[config.mk]
export PLATFORM = sky130hd
export DESIGN_NAME = ccd_region_timer
export DESIGN_NICKNAME = d
export VERILOG_FILES = /design/src/rtl/ccd_region_pkg.sv /design/src/rtl/ccd_pos_counter.sv /design/src/rtl/ccd_col_decode.sv /design/src/rtl/ccd_row_decode.sv /design/src/rtl/ccd_region_timer.sv
export SDC_FILE = /design/constraint.sdc
export NUM_CORES = 1
export LEC_CHECK = 0
export ABC_AREA = 1
export ABC_CLOCK_PERIOD_IN_PS = 2000
export BUFFER_PORTS_ARGS = -buffer_cell sky130_fd_sc_hd__buf_2
export CORE_MARGIN = 3
export CORE_UTILIZATION = 61
export DETAILED_ROUTE_END_ITERATION = 6
export PLACE_DENSITY = 0.8
export SYNTH_ARGS = -nofsm -noshare
export SYNTH_HDL_FRONTEND = slang
export SYNTH_SLANG_ARGS = --single-unit
[constraint.sdc]
create_clock -name clk -period 2 [get_ports clk]
set_input_delay 0.1 -clock clk [delete_from_list [all_inputs] [get_ports clk]]
set_output_delay 0.1 -clock clk [all_outputs]
set_load 0.03 [all_outputs]
[src/rtl/ccd_region_pkg.sv]
package ccd_region_pkg;
   typedef enum logic [2:0] {
      RGN_BLANK = 3'd0,
      RGN_DUMMY = 3'd1,
      RGN_FOB   = 3'd2,
      RGN_EFF   = 3'd3,
      RGN_ROB   = 3'd4
   } rgn_e;
endpackage

[src/rtl/ccd_pos_counter.sv]
module ccd_pos_counter #(
   parameter int LINE_PIX   = 908,
   parameter int ODD_LINES  = 312,
   parameter int EVEN_LINES = 313,
   parameter int PIX_W      = 10,
   parameter int LINE_W     = 9
) (
   input  logic              clk,
   input  logic              rst_n,
   input  logic              en,
   output logic [PIX_W-1:0]  pix_o,
   output logic [LINE_W-1:0] line_o,
   output logic              field_o
);
   localparam logic [PIX_W-1:0]  PIX_LAST  = PIX_W'(LINE_PIX - 1);
   localparam logic [LINE_W-1:0] ODD_LAST  = LINE_W'(ODD_LINES - 1);
   localparam logic [LINE_W-1:0] EVEN_LAST = LINE_W'(EVEN_LINES - 1);

   logic pix_wrap;
   logic line_wrap;

   assign pix_wrap  = (pix_o == PIX_LAST);
   assign line_wrap = (line_o == (field_o ? EVEN_LAST : ODD_LAST));

   always_ff @(posedge clk or negedge rst_n) begin
      if (!rst_n) begin
         pix_o   <= '0;
         line_o  <= '0;
         field_o <= 1'b0;
      end else if (en) begin
         if (pix_wrap) begin
            pix_o <= '0;
            if (line_wrap) begin
               line_o  <= '0;
               field_o <= ~field_o;
            end else begin
               line_o <= line_o + 1'b1;
            end
         end else begin
            pix_o <= pix_o + 1'b1;
         end
      end
   end
endmodule

[src/rtl/ccd_col_decode.sv]
module ccd_col_decode
   import ccd_region_pkg::*;
#(
   parameter int PIX_W    = 10,
   parameter int H_DUMMY  = 22,
   parameter int H_FOB    = 3,
   parameter int H_EFF    = 752,
   parameter int H_ROB    = 40,
   parameter int HS_START = 840,
   parameter int HS_W     = 64
) (
   input  logic [PIX_W-1:0] pix_i,
   output rgn_e             cls_o,
   output logic             hsync_o
);
   localparam int FOB_S = H_DUMMY;
   localparam int EFF_S = FOB_S + H_FOB;
   localparam int ROB_S = EFF_S + H_EFF;
   localparam int BLK_S = ROB_S + H_ROB;
   localparam int HS_E  = HS_START + HS_W;

   int p;
   assign p = int'(pix_i);

   always_comb begin
      if (p < FOB_S)      cls_o = RGN_DUMMY;
      else if (p < EFF_S) cls_o = RGN_FOB;
      else if (p < ROB_S) cls_o = RGN_EFF;
      else if (p < BLK_S) cls_o = RGN_ROB;
      else                cls_o = RGN_BLANK;
   end

   assign hsync_o = (p >= HS_START) && (p < HS_E);
endmodule

[src/rtl/ccd_row_decode.sv]
module ccd_row_decode
   import ccd_region_pkg::*;
#(
   parameter int LINE_W   = 9,
   parameter int V_FOB    = 6,
   parameter int V_EFF    = 291,
   parameter int V_ROB    = 1,
   parameter int VS_START = 305,
   parameter int VS_W     = 3
) (
   input  logic [LINE_W-1:0] line_i,
   input  logic              field_i,
   output rgn_e              cls_o,
   output logic              vsync_o
);
   localparam int EFF_S = V_FOB;
   localparam int ROB_S = EFF_S + V_EFF;
   localparam int BLK_S = ROB_S + V_ROB;
   localparam int VS_E  = VS_START + VS_W;

   int l;
   int r;
   assign l = int'(line_i);
   assign r = field_i ? (l - 1) : l;

   always_comb begin
      if (field_i && (l == 0)) cls_o = RGN_DUMMY;
      else if (r < EFF_S)      cls_o = RGN_FOB;
      else if (r < ROB_S)      cls_o = RGN_EFF;
      else if (r < BLK_S)      cls_o = RGN_ROB;
      else                     cls_o = RGN_BLANK;
   end

   assign vsync_o = (l >= VS_START) && (l < VS_E);
endmodule

[src/rtl/ccd_region_timer.sv]
module ccd_region_timer
   import ccd_region_pkg::*;
#(
   parameter int LINE_PIX        = 908,
   parameter int H_DUMMY         = 22,
   parameter int H_FOB           = 3,
   parameter int H_EFF           = 752,
   parameter int H_ROB           = 40,
   parameter int HS_START        = 840,
   parameter int HS_W            = 64,
   parameter int FRAME_LINES     = 625,
   parameter int V_FOB           = 6,
   parameter int V_EFF           = 291,
   parameter int V_ROB           = 1,
   parameter int VS_START        = 305,
   parameter int VS_W            = 3,
   parameter bit SYNC_ACTIVE_LOW = 1'b0
) (
   input  logic       clk,
   input  logic       rst_n,
   input  logic       en,
   output logic [2:0] region_o,
   output logic       blank_o,
   output logic       hsync_o,
   output logic       vsync_o,
   output logic       field_o,
   output logic       clamp_o
);
   localparam int ODD_LINES  = FRAME_LINES / 2;
   localparam int EVEN_LINES = FRAME_LINES - ODD_LINES;
   localparam int H_ACTIVE   = H_DUMMY + H_FOB + H_EFF + H_ROB;
   localparam int V_ACTIVE   = 1 + V_FOB + V_EFF + V_ROB;
   localparam int PIX_W      = $clog2(LINE_PIX);
   localparam int LINE_W     = $clog2(EVEN_LINES);

   if (H_ACTIVE >= LINE_PIX) begin : g_bad_hlen
      $error("line period leaves no horizontal blanking");
   end
   if ((HS_START < H_ACTIVE) || (HS_START + HS_W > LINE_PIX) || (HS_W < 1)) begin : g_bad_hs
      $error("horizontal sync window must lie inside blanking");
   end
   if ((FRAME_LINES % 2) != 1) begin : g_bad_frame
      $error("frame length must be odd for unequal interlaced fields");
   end
   if ((VS_START < V_ACTIVE) || (VS_START + VS_W > ODD_LINES) || (VS_W < 1)) begin : g_bad_vs
      $error("vertical sync window must lie inside blank rows of both fields");
   end

   logic [PIX_W-1:0]  pix;
   logic [LINE_W-1:0] line;
   logic              field;
   rgn_e              hcls;
   rgn_e              vcls;
   logic              hs_raw;
   logic              vs_raw;
   rgn_e              rgn_d;
   logic              blank_d;
   logic              clamp_d;
   logic              hs_d;
   logic              vs_d;

   ccd_pos_counter #(
      .LINE_PIX(LINE_PIX), .ODD_LINES(ODD_LINES), .EVEN_LINES(EVEN_LINES),
      .PIX_W(PIX_W), .LINE_W(LINE_W)
   ) u_cnt (
      .clk(clk), .rst_n(rst_n), .en(en),
      .pix_o(pix), .line_o(line), .field_o(field)
   );

   ccd_col_decode #(
      .PIX_W(PIX_W), .H_DUMMY(H_DUMMY), .H_FOB(H_FOB), .H_EFF(H_EFF),
      .H_ROB(H_ROB), .HS_START(HS_START), .HS_W(HS_W)
   ) u_col (
      .pix_i(pix), .cls_o(hcls), .hsync_o(hs_raw)
   );

   ccd_row_decode #(
      .LINE_W(LINE_W), .V_FOB(V_FOB), .V_EFF(V_EFF), .V_ROB(V_ROB),
      .VS_START(VS_START), .VS_W(VS_W)
   ) u_row (
      .line_i(line), .field_i(field), .cls_o(vcls), .vsync_o(vs_raw)
   );

   always_comb begin
      if ((hcls == RGN_BLANK) || (vcls == RGN_BLANK))      rgn_d = RGN_BLANK;
      else if ((hcls == RGN_DUMMY) || (vcls == RGN_DUMMY)) rgn_d = RGN_DUMMY;
      else if (vcls == RGN_EFF)                            rgn_d = hcls;
      else                                                 rgn_d = vcls;
   end

   assign blank_d = (hcls == RGN_BLANK) || (vcls == RGN_BLANK);
   assign clamp_d = (hcls == RGN_ROB) && (vcls != RGN_BLANK);

   if (SYNC_ACTIVE_LOW) begin : g_sync_low
      assign hs_d = ~hs_raw;
      assign vs_d = ~vs_raw;
   end else begin : g_sync_high
      assign hs_d = hs_raw;
      assign vs_d = vs_raw;
   end

   always_ff @(posedge clk or negedge rst_n) begin
      if (!rst_n) begin
         region_o <= RGN_BLANK;
         blank_o  <= 1'b1;
         clamp_o  <= 1'b0;
         hsync_o  <= SYNC_ACTIVE_LOW;
         vsync_o  <= SYNC_ACTIVE_LOW;
         field_o  <= 1'b0;
      end else if (en) begin
         region_o <= rgn_d;
         blank_o  <= blank_d;
         clamp_o  <= clamp_d;
         hsync_o  <= hs_d;
         vsync_o  <= vs_d;
         field_o  <= field;
      end
   end
endmodule

# Word-level counts from Yosys, hierarchy flattened
# Index checks and enable logic that the tools add are counted.
dict set report word_totals {
  ram_bits 0
  ff_bits 28
  word_cells 57
  latchBits 0
  mem_bits_ro 0
  memories 0
}
dict set report classes {
  n_div 0
  n_eq_ne 6
  mul 0
  order_cmp 11
  n_bitwise 1
  add_sub_neg 3
  shift 0
  n_reduce_logical 12
  n_mux 15
}
# cell n
set ops {}
lappend ops {{$lt 32x10->1 const B} 2}
lappend ops {{$mux 3} 11}
lappend ops {{$logic_not 32->1} 1}
lappend ops {{$lt 32x4->1 const B} 1}
lappend ops {{$mux 32} 1}
lappend ops {{$lt 10x10->1 const B} 3}
lappend ops {{$lt 10x5->1 const B} 2}
lappend ops {{$add 10x1->10 const B} 1}
lappend ops {{$eq 10x10->1 const B} 1}
lappend ops {{$ge 10x10->1 const B} 1}
lappend ops {{$mux 10} 1}
lappend ops {{$sub 9x1->10 const B} 1}
lappend ops {{$add 9x1->9 const B} 1}
lappend ops {{$eq 9x9->1} 1}
lappend ops {{$ge 9x9->1 const B} 1}
lappend ops {{$lt 9x9->1 const B} 1}
lappend ops {{$mux 9} 1}
lappend ops {{$eq 3x1->1 const B} 2}
lappend ops {{$logic_not 3->1} 2}
lappend ops {{$logic_and 1x1->1} 4}
lappend ops {{$mux 4} 1}
lappend ops {{$eq 3x2->1 const B} 1}
lappend ops {{$eq 3x3->1 const B} 1}
lappend ops {{$reduce_and 3->1} 1}
lappend ops {{other kinds (4)} 5}

# Longest topological paths before layout
# Gate-level depths: netlist of run 1.
dict set report logic_depth {
  word_depth 11
  depth_mapped 16
  depth_no_buf 16
}

# By module
# From an unflattened synthesis of run 1, not the netlist that was laid out.
dict set report unflattened {
  cells_unflattened 365
  area_unflattened_um2 2331.0
}
# mod cells_each area_per_inst_um2 seq_area_each_um2 n_inst
set modules_own_cells {}
lappend modules_own_cells {ccd_pos_counter 172 1268.7 500.5 1}
lappend modules_own_cells {ccd_row_decode 90 447.9 0.0 1}
lappend modules_own_cells {ccd_region_timer 52 389.1 201.4 1}
lappend modules_own_cells {ccd_col_decode 51 225.2 0.0 1}

# Least setup slack after synthesis of run 1
# No wires, ideal clock.
dict set report synth_timing {
  path_type {flip-flop to flip-flop}
  start {register u_cnt.line_o[0]}
  end {register region_o[1]}
  arrival_ns 1.672
  stages_incl_launch_ff 13
  path_buffers 0
  path_slack_ns 0.207
  setup_ns 0.121
  path_cell_list {dfrtp_1 inv_2 ha_1 nand2_1 inv_1 nor2_1 nor2_1 a21oi_1 nand3_2 nand2_2 nand4_2 nand3_1 o21ai_1}
}
dict set report synth_between {
  elab_chain_len 11
  word_cells_on_any_way 19
  classes_between {add/sub (1); order compare (3); eq/ne (2); mux (8); reduce/logical (5)}
}
# element line
set synth_lines {}
lappend synth_lines {{start, declared} ccd_pos_counter.sv:12} ;# output logic [LINE_W-1:0] line_o,
lappend synth_lines {{start signal, assigned} ccd_pos_counter.sv:37} ;# line_o <= line_o + 1'b1;
lappend synth_lines {{$sub 9x1->10} ccd_row_decode.sv:24} ;# assign r = field_i ? (l - 1) : l;
lappend synth_lines {{$mux 32} ccd_row_decode.sv:24}
lappend synth_lines {{$lt 32x10->1} ccd_row_decode.sv:30} ;# else if (r < BLK_S) cls_o = RGN_ROB;
lappend synth_lines {{$mux 3} ccd_row_decode.sv:30}
lappend synth_lines {{$mux 3} ccd_row_decode.sv:29} ;# else if (r < ROB_S) cls_o = RGN_EFF;
lappend synth_lines {{$mux 3} ccd_row_decode.sv:28} ;# else if (r < EFF_S) cls_o = RGN_FOB;
lappend synth_lines {{$mux 3 (*)} ccd_row_decode.sv:27} ;# if (field_i && (l == 0)) cls_o = RGN_DUMMY;
lappend synth_lines {{$eq 3x2->1 / $eq 3x1->1 (equally long branches)} {ccd_region_timer.sv:87, ccd_region_timer.sv:86}}
lappend synth_lines {{$mux 3 / $logic_or 1x1->1 (equally long branches)} {ccd_region_timer.sv:87, ccd_region_timer.sv:86}}
lappend synth_lines {{$mux 3} ccd_region_timer.sv:86} ;# else if ((hcls == RGN_DUMMY) || (vcls == RGN_DUMMY)) rgn_d = RGN_DUMMY;
lappend synth_lines {{$mux 3 (*)} ccd_region_timer.sv:85} ;# if ((hcls == RGN_BLANK) || (vcls == RGN_BLANK)) rgn_d = RGN_BLANK;
lappend synth_lines {{end signal, assigned} ccd_region_timer.sv:111} ;# region_o <= rgn_d;
lappend synth_lines {{end, declared} ccd_region_timer.sv:22} ;# output logic [2:0] region_o,
# Mark *: on every way between the ends. The rest lies on a longest branch, timed or not.
# A chain may end at the register's enable or synchronous reset.

# Worst setup path after layout of run 1
dict set report layout_timing {
  start {register u_cnt.line_o[0]}
  end {register region_o[2]}
}
# The elaborated chain is that of the path after synthesis.

==> key figures, run 1 <==
Status
  – Status: finished clean

Route
  – Via count: 1894
  – Drt first-iter violations: 156
  – DRC Markers: 0
  – 1st-pass router iterations: 4
  – Antenna Violating Nets Remaining: 0
  – WL per Instance: 12.6 um
  – Via density: 5.31
  – Final wirelength: 4500 um

Floorplan
  – Die area: 0.00415 mm^2
  – Die X: 64.4 um
  – Die Y: 64.4 um
  – Top Ports: 11
  – Site row count: 20
  – Starting density of the core: 0.660
  – Core Region: 0.00315 mm^2

Finish
  – Layout overhead on the synthesized area: 11.7%
  – Final nets: 323
  – Layout cell share with drive strength beyond 1: 0.246
  – Post-Layout Inst Area: 0.00233 mm^2
  – ANT cells: 0

Timing
  – Final Hold Fails: 0
  – Slew Limit Fails: 0
  – Fin crit period: 1.87 ns
  – Final worst setup slack: 0.125 ns
  – Worst Max-Slew Pin Slew: 0.620 ns
  – Endpoints failing setup: 0
  – Fin crit share: 0.937
  – Setup Skew: 0.00687 ns
  – Slew HR: 0.587
  – Fmax: 0.533 GHz

Clocking
  – CTS tree: yes
  – TritonCTS Buffers: 3
  – Clock tree buffer depth: 2
  – Reg clk slew, reported paths: 0.14 ns
  – Clk sinks: 28
  – Worst-Skew Late Latency: 0.32 ns
  – CTS root buffer: clkbuf_4
  – H-tree Lvls: 1

Placement
  – Placed Area: 0.00217 mm^2
  – PortBufs: 10
  – Post-Place Worst Slack: 0.0398 ns
  – Dpl hpwl: 3330 um
  – Final Wtd Congestion: 0.885

GRT
  – Grt total ovfl: 0
  – Overall routing resource usage: 0.224
  – First-pass GRT wire length: 7500 um
  – Initial antenna violation count: 0
  – Number of global-route vias before repair: 1713
  – Largest net degree at the start of global routing: 29

Synthesis
  – Ys Warns: 0
  – Post-synthesis register bit count: 28
  – Post-Syn Nets: 305
  – Library cells used by synthesis: 34
  – Avg Inst Size Synth: 7.03 um^2
  – Sequential share of the synthesized area: 0.337
  – Cell Area, Synth: 0.00208 mm^2
  – Mapped Cells: 296

Critical path
  – Crit Path Class: reg2reg
  – Crit path required time: 2.23 ns
  – CP Capture Type: flop
  – CP arrival: 2.10 ns
  – Crit start category: flop
  – Max FO, Critical Path: 6

Job
  – Max-cap violations: 0

Min path
  – HP Class: in2reg

Power
  – Leakage: 1.16 nW
  – Tot Pwr: 1.35 mW
  – Max VDD drop: 0.483 mV
  – Pwr dens: 579 mW/mm^2
==> cells in the final DEF, fill, tap and decap left out, types with 4 or more instances in the layout <==
cell type,Yosys,final
nor2_4,5,6
a21oi_1,12,10
nand3_1,21,19
inv_2,9,9
nand4_1,7,7
inv_1,42,40
dfrtp_1,27,24
nor2_1,24,21
nand2_2,6,8
nor3_1,8,8
ha_1,6,4
buf_2,0,10
xor2_1,8,8
o21ai_0,9,9
buf_4,1,6
nand3_2,2,4
nand2_1,74,71
nor2_2,8,10
==> critical path, cell delays in order, from the launching register on <==
cell	delay [ns]
dfrtp_1	0.45
inv_4	0.13
ha_4	0.15
nand2_2	0.08
inv_2	0.08
nand4_1	0.09
nand2_2	0.11
inv_2	0.05
nor2_4	0.10
nand3_2	0.11
nand2_4	0.11
nand2_4	0.07
nand2_2	0.07
nand2_1	0.05
nand2_1	0.07
o21ai_1	0.06
==> kinds of logic after synthesis <==
| kind of cell | Yosys count | share of synthesized area |
|---|---|---|
| AOI/OAI and AO/OA | 32 | 0.0871 |
| xor gates and xnor gates | 8 | 0.0337 |
| adders and majority gates | 6 | 0.0361 |
| buffers and inverters | 56 | 0.112 |
| DFF | 28 | 0.337 |
| and+or+nand+nor | 166 | 0.394 |
==> flip-flops by register name, summed over array words and instances, names as in the netlist <==
| signal | count |
|---|---|
| vsync_o | 1 |
| u_cnt.field_o | 1 |
| hsync_o | 1 |
| field_o | 1 |
| u_cnt.line_o | 9 |
| region_o | 3 |
| u_cnt.pix_o | 10 |
| clamp_o | 1 |
| blank_o | 1 |
==> power breakdown <==
part	leakage, nW	switching [mW]	total, mW	internal, mW
logic	0.817	0.272	0.410	0.138
clock network	0.0150	0.159	0.237	0.0781
registers	0.331	0.0690	0.699	0.630
==> final timing paths <==
check / from / endpoint / slack, ns / depth (start not counted)
worst min register to register: hsync_o / hsync_o / 0.49 / 2
max in group asynchronous: rst_n / u_cnt.line_o[3] / 1.26 / 2
min in group asynchronous: rst_n / u_cnt.line_o[4] / 0.30 / 2
worst max-delay path: u_cnt.line_o[0] / region_o[2] / 0.13 / 15
worst max register to register: u_cnt.line_o[0] / region_o[2] / 0.13 / 15
worst min-delay path: en / blank_o / 0.12 / 3
==> synth_stat cells <==
library cell	count	area share
a211oi_1	1	0.0036
buf_6	2	0.011
dfstp_2	1	0.013
clkinv_4	1	0.0042
nor4_1	4	0.012
nor2_4	5	0.027
nand3_1	21	0.050
dfrtp_1	27	0.32
a21oi_2	1	0.0042
or2_2	1	0.0030
o21ai_0	9	0.022
nor3_2	2	0.0096
nand4_1	7	0.021
o22ai_1	1	0.0030
nand4_2	2	0.012
buf_1	1	0.0018
ha_1	6	0.036
nand3_2	2	0.0096
a21oi_1	12	0.029
nand2_4	2	0.011
nor2_2	8	0.024
nand2_1	74	0.13
xor2_1	8	0.034
inv_1	42	0.076
nand2_2	6	0.018
nor2_1	24	0.043
nor3_1	8	0.019
o211ai_1	1	0.0036
o21ai_1	3	0.0072
buf_4	1	0.0036
a31oi_1	2	0.0060
o2111ai_1	1	0.0042
o211a_1	1	0.0048
inv_2	9	0.016
==> layout make-up <==
| cell class | count | area (um^2) |
|---|---|---|
| Multi-Input combinational cell | 212 | 1230 |
| Fill cell | 262 | 827 |
| Sequential cell | 28 | 706 |
| Inverter | 52 | 205 |
| Timing Repair Buffer | 17 | 105 |
| Tap cell | 44 | 55.1 |
| Clock buffer | 4 | 26.3 |
==> metal layers <==
metal / GRT usage / vias up / routed length, um
met5: 0 / - / 0
met4: 0.0369 / 0 / 17
met3: 0.0416 / 2 / 232
met1: 0.324 / 862 / 2160
met2: 0.357 / 56 / 2090
li1: - / 974 / -
==> through the flow <==
step,hold WS [ns],std cells,TNS [ns],util
final,0.116,357,0,0.738
after global routing,0.137,357,-0.160,0.738
after CTS,0.108,354,0,0.702
after detailed placement,0.151,348,0,0.688
after global placement,0.147,348,0,0.688
after floorplan,-0.196,296,0,-
==> repair_timing <==
item	CTS	global route
cloned	0	0
hold endpoints to repair	27	0
pin swaps	0	6
setup buffers	1	3
endpoints found under the setup margin	3	6
hold buffers	1	0
resized for setup	0	24
Power figures use the tool's default switching activity.
==> inputs of run 2 (changes only) <==
ABC_CLOCK_PERIOD_IN_PS = 1700   (was 2000)
CORE_UTILIZATION = 57   (was 61)
CTS_BUF_LIST = sky130_fd_sc_hd__clkbuf_8   (was default)
PLACE_DENSITY = 0.78   (was 0.8)
clock period = 1.7 ns   (was 2 ns; I/O delays follow)
==> run 2 against run 1 <==
The flow now finishes with violations (setup timing). Global-route usage increased by 4.3 points. Cell count is 16% higher. Die area grew 6.4%. Critical path type unchanged. Critical endpoint is now region_o[0].
==> key figures, run 2 (same netlist as run 1, synthesis figures left out) <==
Floorplan
  – Die area: 0.00441 mm^2 (+6.4%)
  – Starting density of the core: 0.610 (-0.0508)
  – Die X: 66.4 um (+3.1%)
  – Core Region: 0.00342 mm^2 (+8.3%)
  – Site row count: 21 (+5.0%)
  – Top Ports: 11 (unchanged)
  – Die Y: 66.4 um (+3.1%)

Clocking
  – CTS root buffer: clkbuf_8
  – Clock tree buffer depth: 2 (unchanged)
  – H-tree Lvls: 1 (unchanged)
  – TritonCTS Buffers: 3 (unchanged)
  – Worst-Skew Late Latency: 0.28 ns (-0.04 ns)
  – CTS tree: yes
  – Clk sinks: 28 (unchanged)
  – Reg clk slew, reported paths: 0.10 ns (-0.04 ns)

Finish
  – Area of the multi-input gates: 0.00136 mm^2 (+10%)
  – Final core occ: 0.857 (+0.119)
  – Seq. cell area: 704 um^2 (-0.18%)
  – ANT cells: 0 (unchanged)
  – Commonest non-fill, non-tap cell in the layout: nand2_1
  – Most frequent cells in the layout: nand2_1, buf_4, inv_1, dfrtp_1, nor2_1
  – Biggest regs: u_cnt.pix_o: 10 flops, u_cnt.line_o: 9 flops, region_o: 3 flops
  – Largest Register: u_cnt.pix_o
  – Layout cell share with drive strength beyond 1: 0.435 (+0.189)
  – Final nets: 378 (+17%)
  – Layout overhead on the synthesized area: 40.6%
  – FILL cells: 174 (-34%)
  – Max reg flops: 10 (unchanged)

Critical path
  – Crit start category: flop
  – CP arrival: 2.01 ns (-0.09 ns)
  – Crit Path Class: reg2reg
  – Crit path required time: 1.88 ns (-0.35 ns)
  – CP Capture Type: flop
  – Max FO, Critical Path: 4 (-2)

Power
  – Switching share of power: 0.364 (-0.00802)
  – Sequential Power Share: 0.370 (-0.149)
  – Logic pwr share: 0.378 (+0.073)
  – Switching power: 790 uW (+58%)
  – Max VDD drop: 0.813 mV (+68%)
  – Pwr dens: 743 mW/mm^2 (+28%)
  – Pint: 1.38 mW (+64%)
  – Tot Pwr: 2.17 mW (+61%)
  – Clock Power Share: 0.252 (+0.076)
  – Leakage: 1.48 nW (+28%)

Status
  – Failing checks: setup timing
  – Status: finished, violations left

Route
  – 1st-pass router iterations: 6 (+2)
  – Antenna Violating Nets Remaining: 0 (unchanged)
  – Final wirelength: 6610 um (+47%)
  – WL per Instance: 16.0 um (+27%)
  – Via count: 2333 (+23%)
  – Drt first-iter violations: 201 (+29%)
  – DRC Markers: 0 (unchanged)
  – Via density: 5.64 (+6.2%)

Timing
  – Final Hold Fails: 0 (unchanged)
  – RSZ-0062 raised after global routing: yes
  – Slew Limit Fails: 0 (unchanged)
  – Final worst setup slack: -0.131 ns (-0.257 ns)
  – Worst Max-Slew Pin Slew: 0.630 ns (+0.0102 ns)
  – Fin crit period: 1.83 ns (-0.0434 ns)
  – Setup Skew: 0.00311 ns (-0.00376 ns)
  – Endpoints failing setup: 11 (+11)
  – Slew HR: 0.580 (-0.00682)
  – Fin crit share: 1.08 (+0.140)
  – Fmax: 0.546 GHz (+2.4%)

GRT
  – Number of global-route vias before repair: 1986 (+16%)
  – Initial antenna violation count: 0 (unchanged)
  – First-pass GRT wire length: 8940 um (+19%)
  – Largest net degree at the start of global routing: 29 (unchanged)
  – Overall routing resource usage: 0.267 (+0.0428)
  – Grt total ovfl: 0 (unchanged)

Min path
  – HP Class: in2reg

Placement
  – Final Wtd Congestion: 0.925 (+4.5%)
  – Dpl hpwl: 3990 um (+20%)
  – PortBufs: 10 (unchanged)

Job
  – Max-cap violations: 0 (unchanged)
==> run 2: metal layers <==
metal,wire length [um],share of wire,vias to the layer above,GRT usage
li1,-,-,1091,-
met1,2720,0.41,1075,0.333
met2,3170,0.48,144,0.458
met3,533,0.081,23,0.0595
met4,191,0.029,0,0.0761
met5,0,0,-,0
==> run 2: worst max-delay path, stage by stage (launching register included) <==
cell	delay, ns
dfrtp_1	0.43
inv_4	0.11
ha_4	0.16
nand2_4	0.06
nor2_4	0.11
nand2_2	0.06
nand2_2	0.08
nand2_1	0.07
nor2_1	0.10
nand3_1	0.11
nand2_2	0.11
inv_2	0.07
nand3_2	0.07
nand2_1	0.05
nand4_1	0.06
nand2_1	0.06
==> run 2: power groups by stage <==
stage | combinational [mW] | clock, mW | sequential (mW)
2_1_floorplan | 0.356 | 0 | 0.828
3_3_place_gp | 0.584 | 0 | 0.806
3_5_place_dp | 0.602 | 0 | 0.807
4_1_cts | 0.635 | 0.549 | 0.795
5_1_grt | 0.882 | 0.585 | 0.807
6_report | 0.822 | 0.547 | 0.804
==> run 2: final timing paths <==
kind                            startpoint         endpoint  slack, ns  depth (start not counted)
max                        u_cnt.line_o[0]      region_o[0]      -0.13                         15
min in group asynchronous            rst_n  u_cnt.line_o[8]       0.34                          2
max reg2reg                u_cnt.line_o[0]      region_o[0]      -0.13                         15
min reg2reg                        vsync_o          vsync_o       0.49                          2
max in group asynchronous            rst_n  u_cnt.line_o[2]       0.92                          2
min                                     en          blank_o       0.14                          3
==> run 2: final cells by class <==
class,instances,area share
Clock buffer,3,0.0141
Clock inverter,1,0.0103
Timing Repair Buffer,72,0.180
Inverter,52,0.0718
Multi-Input combinational cell,212,0.464
Sequential cell,28,0.241
Tap cell,46,0.0197
==> run 2: repair_timing <==
item	4_1_cts	5_1_grt
resized for setup	12	47
setup endpoints to repair	10	18
hold buffers	1	0
pin swaps	9	27
hold endpoints to repair	27	0
buffers inserted	3	17
==> run 2: stage by stage <==
stage	std cells	hold WS [ns]	worst slack, ns	setup TNS, ns	area, um^2
2_1_floorplan	296	-0.211	-0.0467	-0.170	2130
3_3_place_gp	389	0.136	-0.0929	-0.396	2510
3_5_place_dp	389	0.139	-0.144	-0.593	2510
4_1_cts	397	0.128	-0.124	-0.535	2650
5_1_grt	414	0.134	-0.281	-2.18	2930
6_report	414	0.145	-0.131	-0.789	2930
